===== src/rtl/ddac_pkg.sv =====
// Shared types and constants for the dual converter update controller.
// Assumes exactly two channels; grouping logic relies on that.
package ddac_pkg;
    localparam int NCH    = 2;
    localparam int BUS_W  = 16;
    localparam int ADDR_W = 3;
    localparam logic [ADDR_W-1:0] FLAG_ADDR = 3'd4;

    typedef enum logic [1:0] {
        LD_WRITE    = 2'd0,
        LD_WRITE_EN = 2'd1,
        LD_TMR_A    = 2'd2,
        LD_TMR_B    = 2'd3
    } ld_sel_e;

    typedef struct packed {
        logic [5:0] rsvd;
        logic       grp;
        logic       ie;
        logic       en;
        ld_sel_e    lsel;
        logic [2:0] amp;
        logic       rng;
        logic       res8;
    } ctl_t;
endpackage


===== src/rtl/ddac_trig_sel.sv =====
// Trigger selector: turns the load-select field plus the raw events into one
// transfer request, and reports whether the output stage is in an active mode.
// Assumes timer pulses are single-cycle and already synchronous to clk.
module ddac_trig_sel
    import ddac_pkg::*;
(
    input  ld_sel_e    lsel,
    input  logic       en,
    input  logic [2:0] amp,
    input  logic       wr_dat,
    input  logic       tmr_a,
    input  logic       tmr_b,
    output logic       trig,
    output logic       active
);
    // Pick the event that requests a transfer for this load-select setting.
    always_comb begin
        unique case (lsel)
            LD_WRITE:    trig = wr_dat;
            LD_WRITE_EN: trig = wr_dat & en;
            LD_TMR_A:    trig = tmr_a;
            default:     trig = tmr_b;
        endcase
    end

    // Modes 000 and 001 switch the converter off.
    assign active = (amp[2:1] != 2'b00);
endmodule


===== src/rtl/ddac_group.sv =====
// Group tracker: while grouping is on, it remembers which data registers
// have been written and releases one shared transfer once both have been written.
// With grouping off, each channel's own trigger passes straight through.
module ddac_group
    import ddac_pkg::*;
(
    input  logic           clk,
    input  logic           rst_n,
    input  logic           grp,
    input  logic [NCH-1:0] wr_dat,
    input  logic [NCH-1:0] trig,
    output logic [NCH-1:0] fire,
    output logic [NCH-1:0] trk
);
    logic ready;
    logic gfire;

    // Decide the per-channel transfer strobes.
    always_comb begin
        ready = &(trk | wr_dat);
        gfire = grp & ready & (|trig);
        fire  = grp ? {NCH{gfire}} : trig;
    end

    // Track data writes since the last grouped transfer.
    always_ff @(posedge clk) begin
        if (!rst_n || !grp || gfire) trk <= '0;
        else                         trk <= trk | wr_dat;
    end
endmodule


===== src/rtl/ddac_chan.sv =====
// One converter channel: control word, data register, output latch and flag.
// It latches when the shared transfer strobe 'fire' is high and the output stage
// is active. A data value written in the same cycle bypasses the data register.
module ddac_chan
    import ddac_pkg::*;
#(
    parameter int DW = 12
) (
    input  logic             clk,
    input  logic             rst_n,
    input  logic             wr_ctl,
    input  logic             wr_dat,
    input  logic [BUS_W-1:0] wdata,
    input  logic             tmr_a,
    input  logic             tmr_b,
    input  logic             fire,
    input  logic             clr_flag,
    output ctl_t             ctl,
    output logic [DW-1:0]    dat,
    output logic [DW-1:0]    code,
    output logic             flag,
    output logic             trig,
    output logic             active
);
    localparam logic [DW-1:0] LOW8 = DW'(8'hFF);

    logic [DW-1:0] src;
    logic [DW-1:0] src_m;
    logic          xfer;

    ddac_trig_sel trig_i (
        .lsel   (ctl.lsel),
        .en     (ctl.en),
        .amp    (ctl.amp),
        .wr_dat (wr_dat),
        .tmr_a  (tmr_a),
        .tmr_b  (tmr_b),
        .trig   (trig),
        .active (active)
    );

    // Select the value to transfer and apply the 8-bit mask.
    always_comb begin
        src   = wr_dat ? wdata[DW-1:0] : dat;
        src_m = ctl.res8 ? (src & LOW8) : src;
        xfer  = fire & active;
    end

    // Control word register; reserved bits stay zero.
    always_ff @(posedge clk) begin
        if (!rst_n) begin
            ctl <= '0;
        end else if (wr_ctl) begin
            ctl.rsvd <= '0;
            ctl.grp  <= wdata[9];
            ctl.ie   <= wdata[8];
            ctl.en   <= wdata[7];
            ctl.lsel <= ld_sel_e'(wdata[6:5]);
            ctl.amp  <= wdata[4:2];
            ctl.rng  <= wdata[1];
            ctl.res8 <= wdata[0];
        end
    end

    // Data register holds the full written value.
    always_ff @(posedge clk) begin
        if (!rst_n)      dat <= '0;
        else if (wr_dat) dat <= wdata[DW-1:0];
    end

    // Output latch moves only on an accepted transfer.
    always_ff @(posedge clk) begin
        if (!rst_n)    code <= '0;
        else if (xfer) code <= src_m;
    end

    // Completion flag: setting wins over clearing; immediate mode never sets it.
    always_ff @(posedge clk) begin
        if (!rst_n)                           flag <= 1'b0;
        else if (xfer && ctl.lsel != LD_WRITE) flag <= 1'b1;
        else if (clr_flag)                    flag <= 1'b0;
    end
endmodule


===== src/rtl/dual_dac_ctrl.sv =====
// Top level: register decode, two channels, the group tracker and read-back.
// Assumes one bus access per cycle and that the read data is sampled combinationally.
module dual_dac_ctrl
    import ddac_pkg::*;
#(
    parameter int DAC_W = 12
) (
    input  logic                       clk,
    input  logic                       rst_n,
    input  logic [ADDR_W-1:0]          bus_addr,
    input  logic                       bus_wr,
    input  logic [BUS_W-1:0]           bus_wdata,
    input  logic                       bus_rd,
    output logic [BUS_W-1:0]           bus_rdata,
    input  logic                       tmr_a_pulse,
    input  logic                       tmr_b_pulse,
    output logic [NCH-1:0][DAC_W-1:0]  dac_code,
    output logic [NCH-1:0]             pin_drive,
    output logic [NCH-1:0]             force_zero,
    output logic [NCH-1:0]             range_3x,
    output logic [NCH-1:0]             irq
);
    logic [NCH-1:0]             wr_ctl;
    logic [NCH-1:0]             wr_dat;
    logic [NCH-1:0]             clr_flag;
    logic [NCH-1:0]             trig;
    logic [NCH-1:0]             fire;
    logic [NCH-1:0]             trk;
    logic [NCH-1:0]             flags;
    logic [NCH-1:0]             active;
    ctl_t                       ctl [NCH];
    logic [NCH-1:0][BUS_W-1:0]  ctl_flat;
    logic [NCH-1:0][DAC_W-1:0]  dat;

    for (genvar c = 0; c < NCH; c++) begin : g_ch
        localparam logic [ADDR_W-1:0] CTL_A = ADDR_W'(2 * c);
        localparam logic [ADDR_W-1:0] DAT_A = ADDR_W'(2 * c + 1);

        // Address decode and flag-clear sources for this channel.
        always_comb begin
            wr_ctl[c]   = bus_wr && bus_addr == CTL_A;
            wr_dat[c]   = bus_wr && bus_addr == DAT_A;
            clr_flag[c] = (bus_wr && bus_addr == FLAG_ADDR && bus_wdata[c])
                        || (bus_rd && bus_addr == DAT_A);
        end

        ddac_chan #(.DW(DAC_W)) chan_i (
            .clk      (clk),
            .rst_n    (rst_n),
            .wr_ctl   (wr_ctl[c]),
            .wr_dat   (wr_dat[c]),
            .wdata    (bus_wdata),
            .tmr_a    (tmr_a_pulse),
            .tmr_b    (tmr_b_pulse),
            .fire     (fire[c]),
            .clr_flag (clr_flag[c]),
            .ctl      (ctl[c]),
            .dat      (dat[c]),
            .code     (dac_code[c]),
            .flag     (flags[c]),
            .trig     (trig[c]),
            .active   (active[c])
        );

        // Output-stage decode and interrupt for this channel.
        always_comb begin
            ctl_flat[c]   = ctl[c];
            pin_drive[c]  = (ctl[c].amp != 3'b000);
            force_zero[c] = (ctl[c].amp == 3'b001);
            range_3x[c]   = ctl[c].rng;
            irq[c]        = flags[c] & ctl[c].ie;
        end
    end

    ddac_group grp_i (
        .clk    (clk),
        .rst_n  (rst_n),
        .grp    (ctl[0].grp),
        .wr_dat (wr_dat),
        .trig   (trig),
        .fire   (fire),
        .trk    (trk)
    );

    // Read-back multiplexer.
    always_comb begin
        bus_rdata = '0;
        for (int c = 0; c < NCH; c++) begin
            if (bus_addr == ADDR_W'(2 * c))     bus_rdata = ctl_flat[c];
            if (bus_addr == ADDR_W'(2 * c + 1)) bus_rdata = BUS_W'(dat[c]);
        end
        if (bus_addr == FLAG_ADDR) bus_rdata = BUS_W'(flags);
    end
endmodule


===== config.mk =====
export PLATFORM = sky130hd
export DESIGN_NAME = dual_dac_ctrl
export DESIGN_NICKNAME = d
export VERILOG_FILES = /design/src/rtl/ddac_pkg.sv /design/src/rtl/ddac_trig_sel.sv /design/src/rtl/ddac_group.sv /design/src/rtl/ddac_chan.sv /design/src/rtl/dual_dac_ctrl.sv
export SDC_FILE = /design/constraint.sdc
export NUM_CORES = 1
export LEC_CHECK = 0
export BUFFER_PORTS_ARGS = -buffer_cell sky130_fd_sc_hd__clkbuf_2
export CAP_MARGIN = 20
export CORE_ASPECT_RATIO = 1.1
export CORE_MARGIN = 5
export CORE_UTILIZATION = 58
export CTS_CLUSTER_SIZE = 28
export DETAILED_ROUTE_END_ITERATION = 12
export PLACE_DENSITY = 0.89
export SETUP_SLACK_MARGIN = 0.2
export SYNTH_ARGS = -nofsm -noshare
export SYNTH_HDL_FRONTEND = slang
export SYNTH_HIERARCHICAL = 1
export SYNTH_SLANG_ARGS = --single-unit

===== constraint.sdc =====
create_clock -name clk -period 4 [get_ports clk]
set_clock_uncertainty 0.2 [all_clocks]
set_input_delay 0.4 -clock clk [delete_from_list [all_inputs] [get_ports clk]]
set_output_delay 0.4 -clock clk [all_outputs]
set_load 0.01 [all_outputs]

==> summary.log <==
INFO  status         run_status=finished clean
INFO  cts            clock_tree_from_tritoncts=done
INFO  setup_path     timing.critical_path.arrival=2.85ns
INFO  cts            numCtsBuffers=9
INFO  yosys          synthesis.area=3310um2
INFO  sta            fin_crit=2.87ns
INFO  die            die-area=7330um2
INFO  drt            detailedRoute.firstPassIterationCount=7
INFO  layout         fraction_of_layout_instances_using_a_drive_strength_above_1=23.9%
INFO  die            die_h=89.3um
INFO  sta            relSlewSlack=32.2%
INFO  layout         final_net_count=419
INFO  drt            vias=2754
INFO  die            placeableCoreArea=5470um2
INFO  placement      place_congestion=0.892
INFO  placement      setup_slack_placement=0.852ns
INFO  drt            wl=8150um
INFO  global_route   grt_max_degree=32
INFO  sta            final.period_utilization=71.6%
INFO  sta            hold_violation_count_in_the_final_report=0
INFO  cts            hold_buffers=0
INFO  sta            timing.final.ws_setup=1.13ns
INFO  layout         utilization=69.0%
INFO  yosys          synthDominantAreaCellType=dfxtp_1
INFO  yosys          yosys_most_used_dff=dfxtp_1
INFO  drt            drtAntennaViolNets=0
INFO  cts            ctsRootBufferMaster=clkbuf_8
INFO  global_route   grt_remaining_overflow=0
INFO  setup_path     worstPathRequired=3.98ns
INFO  global_route   grtUsageTotal=23.5%
INFO  placement      post_dp_cell_area=3620um2
INFO  die            top_level_ports=73
INFO  layout         area_delta_synth_final=13.7%
INFO  die            die_x=82.1um
INFO  yosys          synthArstFlopShare=0%
INFO  cts            clkSinkCount=72
INFO  layout         layout.filler_cells=436
INFO  yosys          synth_enable_flop_cells=0
INFO  sta            unrepaired_setup_endpoints_after_global_routing=false
INFO  setup_path     critPathLaunchType=input pin
INFO  sta            max_freq=0.349GHz
INFO  setup_path     critical_path_class=input pin to flip-flop
INFO  hold_path      min-delay-path-class=input pin to flip-flop
INFO  yosys          synth.distinct_cells=34
INFO  pwr            pwr_density_cell=355nW/um2
INFO  yosys          postSynthAreaPerCell=9.86um2
INFO  drt            remaining_drc_errors=0
INFO  global_route   wire_length_of_the_first_global_routing_pass=12800um
INFO  cts            clock_transition_at_the_registers_of_the_reported_paths=0.07ns
INFO  layout         insertedDiodeCount=0
INFO  die            placementRows=28
INFO  yosys          yosysWarnings=6
INFO  placement      hpwl=5550um
INFO  yosys          synthMostInstantiatedCell=dfxtp_1
INFO  pwr            vdd_ir_drop_max=0.324mV
INFO  sta            max_slew.worst_pin.slew=1.02ns
INFO  placement      port_buffers=64
INFO  sta            finalSetupViolCount=0
INFO  setup_path     critical_path.max_fanout=22
INFO  layout         stdcell_area=3770um2
INFO  yosys          synth-seq-area-share=43.5%
INFO  cts            ctsHtreeMaxLevel=3
INFO  cts            clk_latency=0.35ns
INFO  yosys          syn-instance-count=336
INFO  global_route   number_of_global_route_vias_before_repair=2701
INFO  sta            finalMaxSlewViolations=0
INFO  drt            via_density=5.83
INFO  yosys          synth_top_area_share=43.5%
INFO  cts            clock_path_buffers=2
INFO  drt            routed_wire_length_per_instance=17.3um
INFO  drt            drt-initial-drc-count=218
INFO  pwr            cellLeakagePower=1.51nW
INFO  cts            cts.repair_timing.setup_buffer_count=0
INFO  yosys          synthTopCellsByCount=dfxtp_1 (72), mux2i_1 (50), nor2_1 (48)
INFO  yosys          synth.ff_latch_count=72
INFO  setup_path     critPathCaptureType=flip-flop
INFO  run            maxCapViolations=0
INFO  yosys          netlist_top_cells_area=dfxtp_1 (43%), mux2i_1 (15%), mux4_2 (5.4%)
INFO  cts            post_cts_resized=0
INFO  global_route   grt_antenna_before_repair=0
INFO  sta            totalNegativeSetupSlack=0ns
INFO  die            start_util=60.6%
## final timing paths
kind                                        startpoint                                    to  slack [ns]  depth (start not counted)
hold / removal                           bus_wdata[11]     g_ch[0].chan_i/dat[11]$_SDFF_PN0_        0.13                          3
hold reg to reg   g_ch[1].chan_i/code[10]$_SDFFE_PN0P_  g_ch[1].chan_i/code[10]$_SDFFE_PN0P_        0.27                          2
setup reg to reg    g_ch[0].chan_i/ctl[5]$_SDFFE_PN0P_   g_ch[0].chan_i/code[0]$_SDFFE_PN0P_        1.58                          8
setup / recovery                           bus_addr[1]   g_ch[1].chan_i/code[0]$_SDFFE_PN0P_        1.13                          9
## state kept, by name (all words and copies together), names as in the netlist
| register | count |
|---|---|
| g_ch.chan_i/code | 24 |
| g_ch.chan_i/flag | 2 |
| g_ch.chan_i/ctl | 20 |
| grp_i/trk | 2 |
| g_ch.chan_i/dat | 24 |
## layout make-up
type	count	area, um2	share of cell area [%]
timing repair buffer	71	373	9.89
inverter	7	26.3	0.697
sequential	72	1440	38.2
clock inverter	1	5.00	0.133
tap	75	93.8	2.49
multi-input combinational	233	1680	44.6
clock buffer	13	149	3.95
## where the power goes
part	total, mW	switching (mW)	internal [mW]
combinational	0.119	0.0730	0.0460
clock	0.484	0.249	0.235
sequential	0.735	0.00756	0.727
## cells by family (layout without fill, tap and decap cells)
logic type,after synthesis,in the layout,synth area share [%]
AOI/OAI and AO/OA,58,58,11.1
buffers and inverters,41,92,7.21
and+or+nand+nor,100,100,14.4
muxes,63,63,23.6
DFF,72,72,43.5
other,2,12,0.227
## per-stage QoR
stage | power, mW | hold WS (ns) | instances
floorplan | 0.836 | 0.254 | 346
global placement | 0.864 | 0.259 | 458
detailed placement | 0.868 | 0.266 | 458
CTS | 1.34 | 0.123 | 472
global route | 1.38 | 0.140 | 472
finish | 1.34 | 0.127 | 472
## worst max-delay path, stage by stage
cell and delay, ns:
clkbuf_2 0.47, nand2b_1 0.22, nor2_1 0.21, o21ai_0 0.11, o21ai_1 0.21, o22ai_2 0.15
o22ai_1 0.39, and2_1 0.51, a211oi_1 0.16
## cells in the final DEF (no fill, tap or decap), types with 2 or more instances in the layout
cell type	instances
a211oi_1	16
a21oi_1	19
and2_1	4
buf_4	7
clkbuf_1	3
clkbuf_2	64
clkbuf_8	10
conb_1	12
dfxtp_1	72
inv_1	7
mux2_1	2
mux2i_1	50
mux4_1	3
mux4_2	8
nand2_1	13
nand2b_1	4
nand4b_1	3
nor2_1	48
nor2b_1	11
nor3_1	5
nor3_2	2
nor3b_1	3
o211ai_1	2
o21ai_0	5
o21ai_1	2
o22ai_1	10
or2_2	2
or3_1	2
## metal layers
layer / part of all wire, % / vias to the layer above / global-route usage (%)
met1: 43 / 1322 / 29.3
met4: 2.7 / 0 / 10.7
li1: - / 1281 / -
met2: 48 / 128 / 38.0
met5: 0 / - / 0
met3: 6.7 / 23 / 6.15
No activity file was read; power rests on OpenSTA's default activity.
